File: src/rtl/rhb_pkg.sv
package rhb_pkg;
  typedef enum logic {
    ST_CAPTURE = 1'b0,
    ST_HOLD    = 1'b1
  } rhb_state_e;
endpackage

File: src/rtl/rhb_ctrl.sv
module rhb_ctrl
  import rhb_pkg::*;
(
  input  logic clk_i,
  input  logic rst_ni,
  input  logic release_i,
  input  logic tok_ret_i,
  input  logic hit_vld_i,
  input  logic full_i,
  output logic clear_o,
  output logic accept_o,
  output logic drop_o
);
  rhb_state_e state_q, state_d;
  logic capture;

  always_comb begin
    state_d = state_q;
    if (release_i)                                  state_d = ST_CAPTURE;
    else if (state_q == ST_CAPTURE && tok_ret_i)    state_d = ST_HOLD;
  end

  always_ff @(posedge clk_i or negedge rst_ni) begin
    if (!rst_ni) state_q <= ST_CAPTURE;
    else         state_q <= state_d;
  end

  // the word present while the token returns is not captured
  assign capture  = (state_q == ST_CAPTURE) && !release_i && !tok_ret_i && hit_vld_i;
  assign clear_o  = release_i;
  assign accept_o = capture && !full_i;
  assign drop_o   = capture && full_i;
endmodule

File: src/rtl/rhb_counter.sv
module rhb_counter #(
  parameter int unsigned DEPTH = 18,
  parameter int unsigned CNT_W = $clog2(DEPTH + 1)
) (
  input  logic             clk_i,
  input  logic             rst_ni,
  input  logic             clear_i,
  input  logic             inc_i,
  input  logic             drop_i,
  output logic [CNT_W-1:0] cnt_o,
  output logic             full_o,
  output logic             ovf_o
);
  localparam logic [CNT_W-1:0] CntMax = CNT_W'(DEPTH);

  logic [CNT_W-1:0] cnt_q;
  logic             ovf_q;

  always_ff @(posedge clk_i or negedge rst_ni) begin
    if (!rst_ni) begin
      cnt_q <= '0;
      ovf_q <= 1'b0;
    end else if (clear_i) begin
      cnt_q <= '0;
      ovf_q <= 1'b0;
    end else begin
      if (inc_i)  cnt_q <= cnt_q + 1'b1;
      if (drop_i) ovf_q <= 1'b1;
    end
  end

  assign cnt_o  = cnt_q;
  assign full_o = (cnt_q == CntMax);
  assign ovf_o  = ovf_q;
endmodule

File: src/rtl/rhb_shift_chain.sv
module rhb_shift_chain #(
  parameter int unsigned DEPTH  = 18,
  parameter int unsigned WORD_W = 12
) (
  input  logic                    clk_i,
  input  logic                    rst_ni,
  input  logic                    clear_i,
  input  logic                    shift_i,
  input  logic [WORD_W-1:0]       word_i,
  output logic [DEPTH-1:0]        vld_o,
  output logic [DEPTH*WORD_W-1:0] words_o
);
  logic [WORD_W-1:0] stage_q [DEPTH];
  logic [DEPTH-1:0]  vld_q;

  for (genvar k = 0; k < DEPTH; k++) begin : g_stage
    logic [WORD_W-1:0] nxt_word;
    logic              nxt_vld;
    if (k == 0) begin : g_head
      assign nxt_word = word_i;
      assign nxt_vld  = 1'b1;
    end else begin : g_body
      assign nxt_word = stage_q[k-1];
      assign nxt_vld  = vld_q[k-1];
    end

    always_ff @(posedge clk_i or negedge rst_ni) begin
      if (!rst_ni) begin
        stage_q[k] <= '0;
        vld_q[k]   <= 1'b0;
      end else if (clear_i) begin
        vld_q[k]   <= 1'b0;
      end else if (shift_i) begin
        stage_q[k] <= nxt_word;
        vld_q[k]   <= nxt_vld;
      end
    end

    assign words_o[k*WORD_W +: WORD_W] = stage_q[k];
  end

  assign vld_o = vld_q;
endmodule

File: src/rtl/row_hit_buffer.sv
module row_hit_buffer #(
  parameter int unsigned DEPTH  = 18,
  parameter int unsigned ADDR_W = 9,
  parameter int unsigned DATA_W = 3,
  parameter int unsigned CNT_W  = $clog2(DEPTH + 1)
) (
  input  logic                    clk_i,
  input  logic                    rst_ni,
  input  logic                    hit_vld_i,
  input  logic [ADDR_W-1:0]       hit_addr_i,
  input  logic [DATA_W-1:0]       hit_data_i,
  input  logic                    tok_ret_i,
  input  logic                    release_i,
  output logic [DEPTH-1:0]        ent_vld_o,
  output logic [DEPTH*ADDR_W-1:0] ent_addr_o,
  output logic [DEPTH*DATA_W-1:0] ent_data_o,
  output logic [CNT_W-1:0]        hit_cnt_o,
  output logic                    ovf_o
);
  localparam int unsigned WordW = ADDR_W + DATA_W;

  logic clear, accept, drop, full;
  logic [DEPTH*WordW-1:0] words;

  rhb_ctrl u_ctrl (
    .clk_i     (clk_i),
    .rst_ni    (rst_ni),
    .release_i (release_i),
    .tok_ret_i (tok_ret_i),
    .hit_vld_i (hit_vld_i),
    .full_i    (full),
    .clear_o   (clear),
    .accept_o  (accept),
    .drop_o    (drop)
  );

  rhb_counter #(.DEPTH(DEPTH), .CNT_W(CNT_W)) u_cnt (
    .clk_i   (clk_i),
    .rst_ni  (rst_ni),
    .clear_i (clear),
    .inc_i   (accept),
    .drop_i  (drop),
    .cnt_o   (hit_cnt_o),
    .full_o  (full),
    .ovf_o   (ovf_o)
  );

  rhb_shift_chain #(.DEPTH(DEPTH), .WORD_W(WordW)) u_chain (
    .clk_i   (clk_i),
    .rst_ni  (rst_ni),
    .clear_i (clear),
    .shift_i (accept),
    .word_i  ({hit_addr_i, hit_data_i}),
    .vld_o   (ent_vld_o),
    .words_o (words)
  );

  // split packed stage words into address and value fields
  for (genvar k = 0; k < DEPTH; k++) begin : g_split
    assign ent_addr_o[k*ADDR_W +: ADDR_W] = words[k*WordW + DATA_W +: ADDR_W];
    assign ent_data_o[k*DATA_W +: DATA_W] = words[k*WordW +: DATA_W];
  end
endmodule

File: config.mk
export PLATFORM = sky130hd
export DESIGN_NAME = row_hit_buffer
export DESIGN_NICKNAME = d
export VERILOG_FILES = /design/src/rtl/rhb_pkg.sv /design/src/rtl/rhb_ctrl.sv /design/src/rtl/rhb_counter.sv /design/src/rtl/rhb_shift_chain.sv /design/src/rtl/row_hit_buffer.sv
export SDC_FILE = /design/constraint.sdc
export NUM_CORES = 1
export LEC_CHECK = 0
export BUFFER_PORTS_ARGS = -buffer_cell sky130_fd_sc_hd__buf_4
export CORE_UTILIZATION = 50
export CTS_CLUSTER_DIAMETER = 80
export CTS_CLUSTER_SIZE = 24
export DETAILED_ROUTE_END_ITERATION = 12
export PLACE_DENSITY_LB_ADDON = 0.2
export RECOVER_POWER = 50
export SYNTH_ARGS = -nofsm -noshare
export SYNTH_HDL_FRONTEND = slang
export SYNTH_SLANG_ARGS = --single-unit
export TNS_END_PERCENT = 20
File: constraint.sdc
create_clock -name clk_i -period 5.75 [get_ports clk_i]
set_input_delay 0.575 -clock clk_i [delete_from_list [all_inputs] [get_ports clk_i]]
set_output_delay 0.575 -clock clk_i [all_outputs]
set_load 0.01 [all_outputs]
# After elaboration in Yosys (flattened, before gate mapping)
# Index checks and enable logic that the tools add are counted.
[word_totals]
reg_bits = 241
[classes]
addsub = 1
mux = 42
n_bitwise = 2
n_reduce_logical = 13
eq_ne = 1
[op_table]
columns = ["op", "n"]
rows = [
  ["1-bit 2-to-1 mux", 40],
  ["5-bit 2-to-1 mux", 2],
  ["1-bit logical AND", 6],
  ["2-bit nonzero test", 3],
  ["5-bit by 1-bit adder with 5-bit output, second input constant", 1],
  ["5-bit == test, second input constant", 1],
  ["1-bit logical NOT", 3],
  ["1-bit NOT", 2],
  ["2-bit AND reduction", 1],
]

# Logic depth before layout (Yosys ltp)
# Gate-level depths: netlist of the first run.
[depth]
ltp_word = 7
depth_mapped = 9

# By module
# Synthesis of the first run repeated with hierarchy kept, for this count alone.
[unflattened]
hier_cells = 567
hier_area_um2 = 9823.2
[modules_own_cells]
columns = ["module", "area_per_inst_um2", "cells_per_inst", "n_inst"]
rows = [
  ["rhb_shift_chain", 9450.3, 532, 1],
  ["rhb_counter", 307.8, 29, 1],
  ["rhb_ctrl", 65.1, 6, 1],
]

# Worst setup path after synthesis of the first run
# OpenSTA, ideal clock, no wires.
[synth_timing]
path_kind = "input to register"
startpoint = "in tok_ret_i"
endpoint = "reg u_chain.stage_q, in the netlist u_chain.g_stage[2].nxt_word[0]"
path_stages = 6
t_arrival_ps = 1785
required_ps = 5625
slack_ps = 3840
path_cell_list = "nor4b_2 -> and2_4 -> buf_6 -> buf_12 -> buf_8 -> mux2_4"
[synth_between]
elab_chain_cells = 5
[synth_lines]
columns = ["item", "line_no", "source"]
rows = [
  ["from (decl)", "row_hit_buffer.sv:12", "input logic tok_ret_i,"],
  ["1-bit logical NOT", "rhb_ctrl.sv:29", "assign capture = (state_q == ST_CAPTURE) && !release_i && !tok_ret_i && hit_vld_i;"],
  ["1-bit logical AND (2 in series)", "rhb_ctrl.sv:29", ""],
  ["1-bit logical AND", "rhb_ctrl.sv:31", "assign accept_o = capture && !full_i;"],
  ["2-bit AND reduction (no source line)", "--", ""],
  ["to (signal, indexed assignment)", "rhb_shift_chain.sv:34", "stage_q[k] <= nxt_word;"],
  ["to (decl)", "rhb_shift_chain.sv:13", "logic [WORD_W-1:0] stage_q [DEPTH];"],
]
# No other way between the ends.
# A chain may end at the register's enable or synchronous reset.

==> summary.md, run 1 <==
| Metric | Value |
|---|---|
| Via count | `5507` |
| Antenna-violating nets left | `0` |
| Worst path slowest cell | `clkbuf_2` |
| Gr usage total | `19.5%` |
| Gate Count Post-Synth | `583` |
| Synth Cell Area | `0.0103 mm²` |
| Worst path arrival time | `4070 ps` |
| CP endpoint kind | `asynchronous set/reset pin` |
| IO Pins | `257` |
| Final Critical Period | `3570 ps` |
| Pin count of the biggest net entering global routing | `163` |
| Internal Power | `2.95 mW` |
| Yosys reg bits | `241` |
| Leakage Power | `5.61 nW` |
| Setup bufs post-CTS | `0` |
| IO buf count | `256` |
| Rel. slew slack | `-128%` |
| Die ar. | `0.0211 mm²` |
| Die W | `145 µm` |
| Worst Tran Pin Value | `3420 ps` |
| Clk slew on worst S/H paths | `90 ps` |
| CP bufs+invs | `2` |
| Design area | `0.0117 mm²` |
| Initial antenna violation count | `0` |
| Status | `finished, violations left` |
| GP Congestion | `0.793` |
| Initial Util | `50.8%` |
| Final wirelength | `20.3 mm` |
| Switching pwr | `1.11 mW` |
| # rows | `52` |
| Antenna diodes | `0` |
| CP Max Fanout | `140` |
| CTS tree | `built` |
| Clock latency on the worst-skew pair | `470 ps` |
| Fin Setup TNS | `0 ps` |
| P&R area growth vs syn | `14.2%` |
| Core ar. | `0.0202 mm²` |
| CTS root buf | `clkbuf_16` |
| Crit Path Class | `primary input to asynchronous set/reset pin` |
| CP Launch Point | `rst_ni` |
| Fmax | `0.280 GHz` |
| Seq/Total Area, Yosys | `58.8%` |
| Pins Over Slew Limit | `141` |
| Violated checks | `max-capacitance violations, max-slew violations` |
| Synth unique cells | `28` |
| Hold Vio Cnt, Final | `0` |
| Final period util | `62.1%` |
| Synth top area share | `58.8%` |
| Avg WL per Cell | `18.7 µm` |
| Syn nets | `602` |
| Critical Path RT | `6250 ps` |
| Post_cts resized | `0` |
| Drt pass-1 iters | `4` |
| CP Launch Type | `primary input` |
| Hold Crit Class | `primary input to flop` |
| Worst min-delay path startpoint | `release_i` |
| Slowest stage delay, CP | `2310 ps` |
| CTS H-tree lvls | `1` |
| CTS max path bufs | `3` |
| Area contributors post-synth | `dfrtp_1 (59%), mux2_4 (29%), buf_12 (4.1%), mux2_2 (2.2%), buf_4 (1.4%)` |
| Area of placed instances | `0.0120 mm²` |
| Synth Area per Inst | `17.6 µm²` |
| Clock Sinks | `241` |
| Peak VDD IR | `0.276 mV` |
| Initial DRC count | `278` |
| # hold bufs at CTS | `0` |
| Pwr/cell area | `347 mW/mm²` |
| Final nets | `830` |
| Kind of cell adding the most delay to the critical path | `buffers and inverters` |
| Die H | `145 µm` |
| Clock Power Share | `27.2%` |
| Final HPWL DP | `13.7 mm` |
| Num CTS Buffers | `14` |
| Final Skew | `9.45 ps` |
| Share of cells above drive strength 1 | `38.7%` |
| Drt drc | `0` |
| Sw Ratio | `27.3%` |
| Yosys warnings | `0` |
| Flop pwr share | `52.9%` |
| Grt ovf | `0` |
| R2r startpoint | `u_cnt.cnt_o[0]` |
| Unrepaired setup endpoints after global routing | `false` |
| Vias in the first global route | `5732` |
| DR vias/cell | `5.08` |
| First-pass GRT wire length | `33.3 mm` |
| Yosys top cell by area | `dfrtp_1` |
| Crit-path cells | `clkbuf_2, buf_4` |
| MaxCap Viol Count | `1` |
| Logic pwr share | `19.9%` |
| Setup violators final | `0` |
final timing paths:
check | end | slack [ps] | cells after the start
worst max-delay path | u_chain.g_stage[11].nxt_word[8] | 2180 | 2
worst min-delay path | u_ctrl.state_q | 300 | 2
worst max register to register | u_chain.g_stage[16].nxt_word[9] | 2780 | 6
worst min register to register | u_chain.words_o[209] | 520 | 1
max in group clk_i | u_chain.g_stage[16].nxt_word[9] | 2780 | 6
min in group asynchronous | u_chain.g_stage[11].nxt_word[2] | 1200 | 1
power groups by stage:
stage | Clock, mW | Sequential, mW | Combinational (mW)
after floorplan | 0 | 2.24 | 0.402
after global placement | 0 | 2.17 | 0.959
after detailed placement | 0 | 2.19 | 0.969
after CTS | 1.15 | 2.16 | 0.970
after global routing | 1.21 | 2.19 | 0.875
final | 1.11 | 2.15 | 0.808
cell usage after synthesis, drive strengths merged:
| master | number |
|---|---|
| a211oi | 1 |
| o21ai | 17 |
| nor4b | 1 |
| nand2 | 18 |
| nor2 | 3 |
| and4bb | 1 |
| inv | 2 |
| mux2 | 217 |
| a22o | 2 |
| a31o | 1 |
| and2 | 1 |
| a21oi | 2 |
| clkinv | 1 |
| clkbuf | 3 |
| a21o | 1 |
| dfrtp | 241 |
| ha | 2 |
| nand4bb | 1 |
| mux2i | 1 |
| buf | 46 |
| xnor2 | 2 |
| nand3 | 19 |
layout by cell type, fill, tap and decap left out, drive strengths merged, types with 2 or more instances in the layout:
master / instances
ha: 2
dfrtp: 241
buf: 73
clkbuf: 203
xnor2: 2
clkinv: 4
inv: 2
a22o: 2
nor2: 3
nand3: 19
o21ai: 17
a21oi: 2
mux2: 217
nand2: 18
bufinv: 2
metal layers:
metal	global-route usage [%]	share of wire (%)	up-vias
met2	30.0	46	181
li1	-	-	2475
met1	27.6	45	2834
met5	0	0	-
met3	5.85	7.9	17
met4	4.00	1.1	0
per-stage QoR:
step	worst slack [ps]	hold WS [ps]	power [mW]	cells	utilization, %
global route	1470	300	4.27	1085	58.1
floorplan	3840	279	2.64	583	-
CTS	2800	268	4.28	1085	61.6
detailed placement	2820	501	3.16	1065	59.3
global placement	2920	495	3.13	1065	59.3
finish	2180	303	4.06	1085	58.1
registers in the layout, indices dropped and copies added (netlist names):
name / count
u_chain.g_stage.nxt_vld: 17
u_chain.g_stage.nxt_word: 204
u_chain.vld_o: 1
u_chain.words_o: 12
u_cnt.cnt_o: 5
u_cnt.ovf_o: 1
u_ctrl.state_q: 1
logic make-up (layout without fill, tap and decap cells):
logic type | after synthesis | count (layout) | share of synthesized area, %
compound gates | 24 | 24 | 1.33
mux | 218 | 218 | 31.1
xor+xnor | 2 | 2 | 0.171
fa+ha+maj | 2 | 2 | 0.244
flops | 241 | 241 | 58.8
buf+inv | 52 | 284 | 6.15
simple gates | 44 | 44 | 2.16
layout make-up:
cell class | instances | area [µm²]
repair buffers | 261 | 1280
flip-flops and latches | 241 | 6030
fillers | 1727 | 8460
well taps | 270 | 338
clock buffers | 15 | 375
clock inverters | 5 | 82.6
inverters | 3 | 11.3
multi-input cells | 290 | 3590
Note: power is estimated with default switching activity, not from simulation.
==> run 2, diff against run 1 <==
--- a/config.mk
+++ b/config.mk
@@ -6,7 +6,7 @@
 export NUM_CORES = 1
 export LEC_CHECK = 0
 export BUFFER_PORTS_ARGS = -buffer_cell sky130_fd_sc_hd__buf_4
-export CORE_UTILIZATION = 50
+export CORE_UTILIZATION = 48
 export CTS_CLUSTER_DIAMETER = 80
 export CTS_CLUSTER_SIZE = 24
 export DETAILED_ROUTE_END_ITERATION = 12
==> constraint.sdc (replaced) <==
create_clock -name clk_i -period 3.25 [get_ports clk_i]
set_input_delay 0.325 -clock clk_i [delete_from_list [all_inputs] [get_ports clk_i]]
set_output_delay 0.325 -clock clk_i [all_outputs]
set_load 0.01 [all_outputs]
==> summary.md, run 2 (synthesized netlist as in run 1, its figures left out) <==
| Metric | Value |
|---|---|
| Final Critical Period | `2490 ps` |
| Switching pwr | `1.97 mW (+78%)` |
| Crit Path Class | `flop to flop` |
| Die H | `148 µm (+2.0%)` |
| Core Util, Final | `55.7% (-2.3 points)` |
| GP Congestion | `0.800 (+0.83%)` |
| Largest register FFs | `204 (unchanged)` |
| Pins Over Slew Limit | `87 (-38%)` |
| Final HPWL DP | `14.2 mm (+3.9%)` |
| Crit-path cells | `inv_1, ha_1, nand4bb_1, buf_4, and2_4, buf_12, mux2_2` |
| Hold Crit Class | `primary input to flop` |
| Internal Power | `5.05 mW (+71%)` |
| Initial Util | `48.9% (-1.9 points)` |
| Final nets | `836 (+0.72%)` |
| Setup bufs post-CTS | `0 (unchanged)` |
| Flop pwr share | `54.2% (+1.3 points)` |
| Fin Setup TNS | `0 ps (unchanged)` |
| # fillers | `1838 (+6.4%)` |
| Initial DRC count | `222 (-20%)` |
| Critical Path RT | `3620 ps (-2630 ps)` |
| # rows | `53 (+1.9%)` |
| Hold Vio Cnt, Final | `0 (unchanged)` |
| Initial antenna violation count | `0 (unchanged)` |
| Peak VDD IR | `0.492 mV (+78%)` |
| Clock latency on the worst-skew pair | `480 ps (about the same)` |
| Vias in the first global route | `5628 (-1.8%)` |
| Commonest non-fill, non-tap cell in the layout | `dfrtp_1` |
| Via count | `5475 (-0.58%)` |
| Clock Power Share | `25.8% (-1.4 points)` |
| P&R area growth vs syn | `13.9%` |
| Post-Route Hold Slack | `59.2 ps (-244 ps)` |
| Antenna-violating nets left | `0 (unchanged)` |
| Total chip power | `7.02 mW (+73%)` |
| Rel. slew slack | `-50.7% (+77 points)` |
| Fmax | `0.401 GHz` |
| Num CTS Buffers | `14 (unchanged)` |
| Final period util | `76.8%` |
| CP bufs+invs | `3 (+1)` |
| Share of cells above drive strength 1 | `36.1% (-2.6 points)` |
| Clock Sinks | `241 (unchanged)` |
| Kind of cell adding the most delay to the critical path | `buffers and inverters` |
| Placed Cells | `1075 (+0.94%)` |
| Setup violators final | `0 (unchanged)` |
| IO Pins | `257 (unchanged)` |
| Avg WL per Cell | `18.8 µm (+0.58%)` |
| Pwr/cell area | `601 mW/mm² (+73%)` |
| Violated checks | `max-capacitance violations, max-slew violations` |
| DR vias/cell | `5.00 (-1.6%)` |
| Drt pass-1 iters | `4 (unchanged)` |
| CTS H-tree lvls | `1 (unchanged)` |
| Die W | `148 µm (+2.0%)` |
| MaxCap Viol Count | `1 (unchanged)` |
| Most frequent cells in the layout | `dfrtp_1 (241), clkbuf_1 (211), mux2_4 (197)` |
| Core ar. | `0.0210 mm² (+3.9%)` |
| CP endpoint kind | `flop` |
| Slowest stage delay, CP | `540 ps (-1770 ps)` |
| Logic pwr share | `20.0% (about the same)` |
| Worst Tran Pin Value | `2260 ps (-1160 ps)` |
| Unrepaired setup endpoints after global routing | `false` |
| Leakage Power | `5.53 nW (-1.4%)` |
| Gr usage total | `18.5% (-1.0 points)` |
| CTS root buf | `clkbuf_16` |
| Final Skew | `17.5 ps (+8.04 ps)` |
| Final wirelength | `20.6 mm (+1.6%)` |
| CP Launch Type | `flop` |
| CP Max Fanout | `50 (-64%)` |
| Worst path arrival time | `2860 ps (-1210 ps)` |
| Die ar. | `0.0220 mm² (+4.1%)` |
| Status | `finished, violations left` |
| Worst path slowest cell | `and2_4` |
| Sw Ratio | `28.1% (+0.80 points)` |
| Antenna diodes | `0 (unchanged)` |
| CTS max path bufs | `3 (unchanged)` |
| Drt drc | `0 (unchanged)` |
| CTS tree | `built` |
| Pin count of the biggest net entering global routing | `89 (-45%)` |
| First-pass GRT wire length | `32.3 mm (-3.1%)` |
| Grt ovf | `0 (unchanged)` |
| Final instance count without filler cells | `1096 (+1.0%)` |
| IO buf count | `256 (unchanged)` |
| Clk slew on worst S/H paths | `90 ps (about the same)` |
## run 2: metal layers
| layer | wire (µm) | global-route usage [%] | up-vias |
|---|---|---|---|
| li1 | - | - | 2479 |
| met1 | 9380 | 26.1 | 2792 |
| met2 | 9260 | 28.1 | 187 |
| met3 | 1730 | 5.83 | 17 |
| met4 | 228 | 3.56 | 0 |
| met5 | 0 | 0 | - |
## run 2: what timing repair did
action | in CTS | in global routing
gates resized for setup | 0 | 0
endpoints found under the hold margin | 86 | 0
hold buffers | 1 | 0
## run 2: area by class of cell
cell class | count | area [µm²] | area share (%)
inverters | 3 | 11.3 | 0.0964
repair buffers | 267 | 1290 | 11.0
multi-input cells | 290 | 3590 | 30.8
clock inverters | 5 | 35.0 | 0.300
flip-flops and latches | 241 | 6030 | 51.6
well taps | 275 | 344 | 2.95
clock buffers | 15 | 375 | 3.21
## run 2: power groups by stage
stage               registers (mW)  logic, mW  clock network (mW)
finish                        3.80       1.40                1.81
global route                  3.87       1.51                2.00
CTS                           3.83       1.71                1.89
detailed placement            3.88       1.71                   0
global placement              3.86       1.69                   0
floorplan                     3.95      0.710                   0
## run 2: per-stage QoR
stage	setup slack [ps]	cell area, µm²
final	755	11700
after global routing	441	11700
after CTS	735	12500
after detailed placement	752	12100
after global placement	843	12100
after floorplan	1360	10300
## run 2: path summary, 6_finish.rpt
path | from | end | slack (ps) | depth (start not counted)
worst max-delay path | u_cnt.cnt_o[0] | u_chain.g_stage[2].nxt_word[9] | 760 | 7
worst min-delay path | release_i | u_ctrl.state_q | 60 | 2
worst max register to register | u_cnt.cnt_o[0] | u_chain.g_stage[2].nxt_word[9] | 760 | 7
worst min register to register | u_cnt.ovf_o | u_cnt.ovf_o | 520 | 2
max in group asynchronous | rst_ni | u_chain.g_stage[7].nxt_word[9] | 850 | 3
min in group asynchronous | rst_ni | u_chain.g_stage[8].nxt_word[6] | 1090 | 2
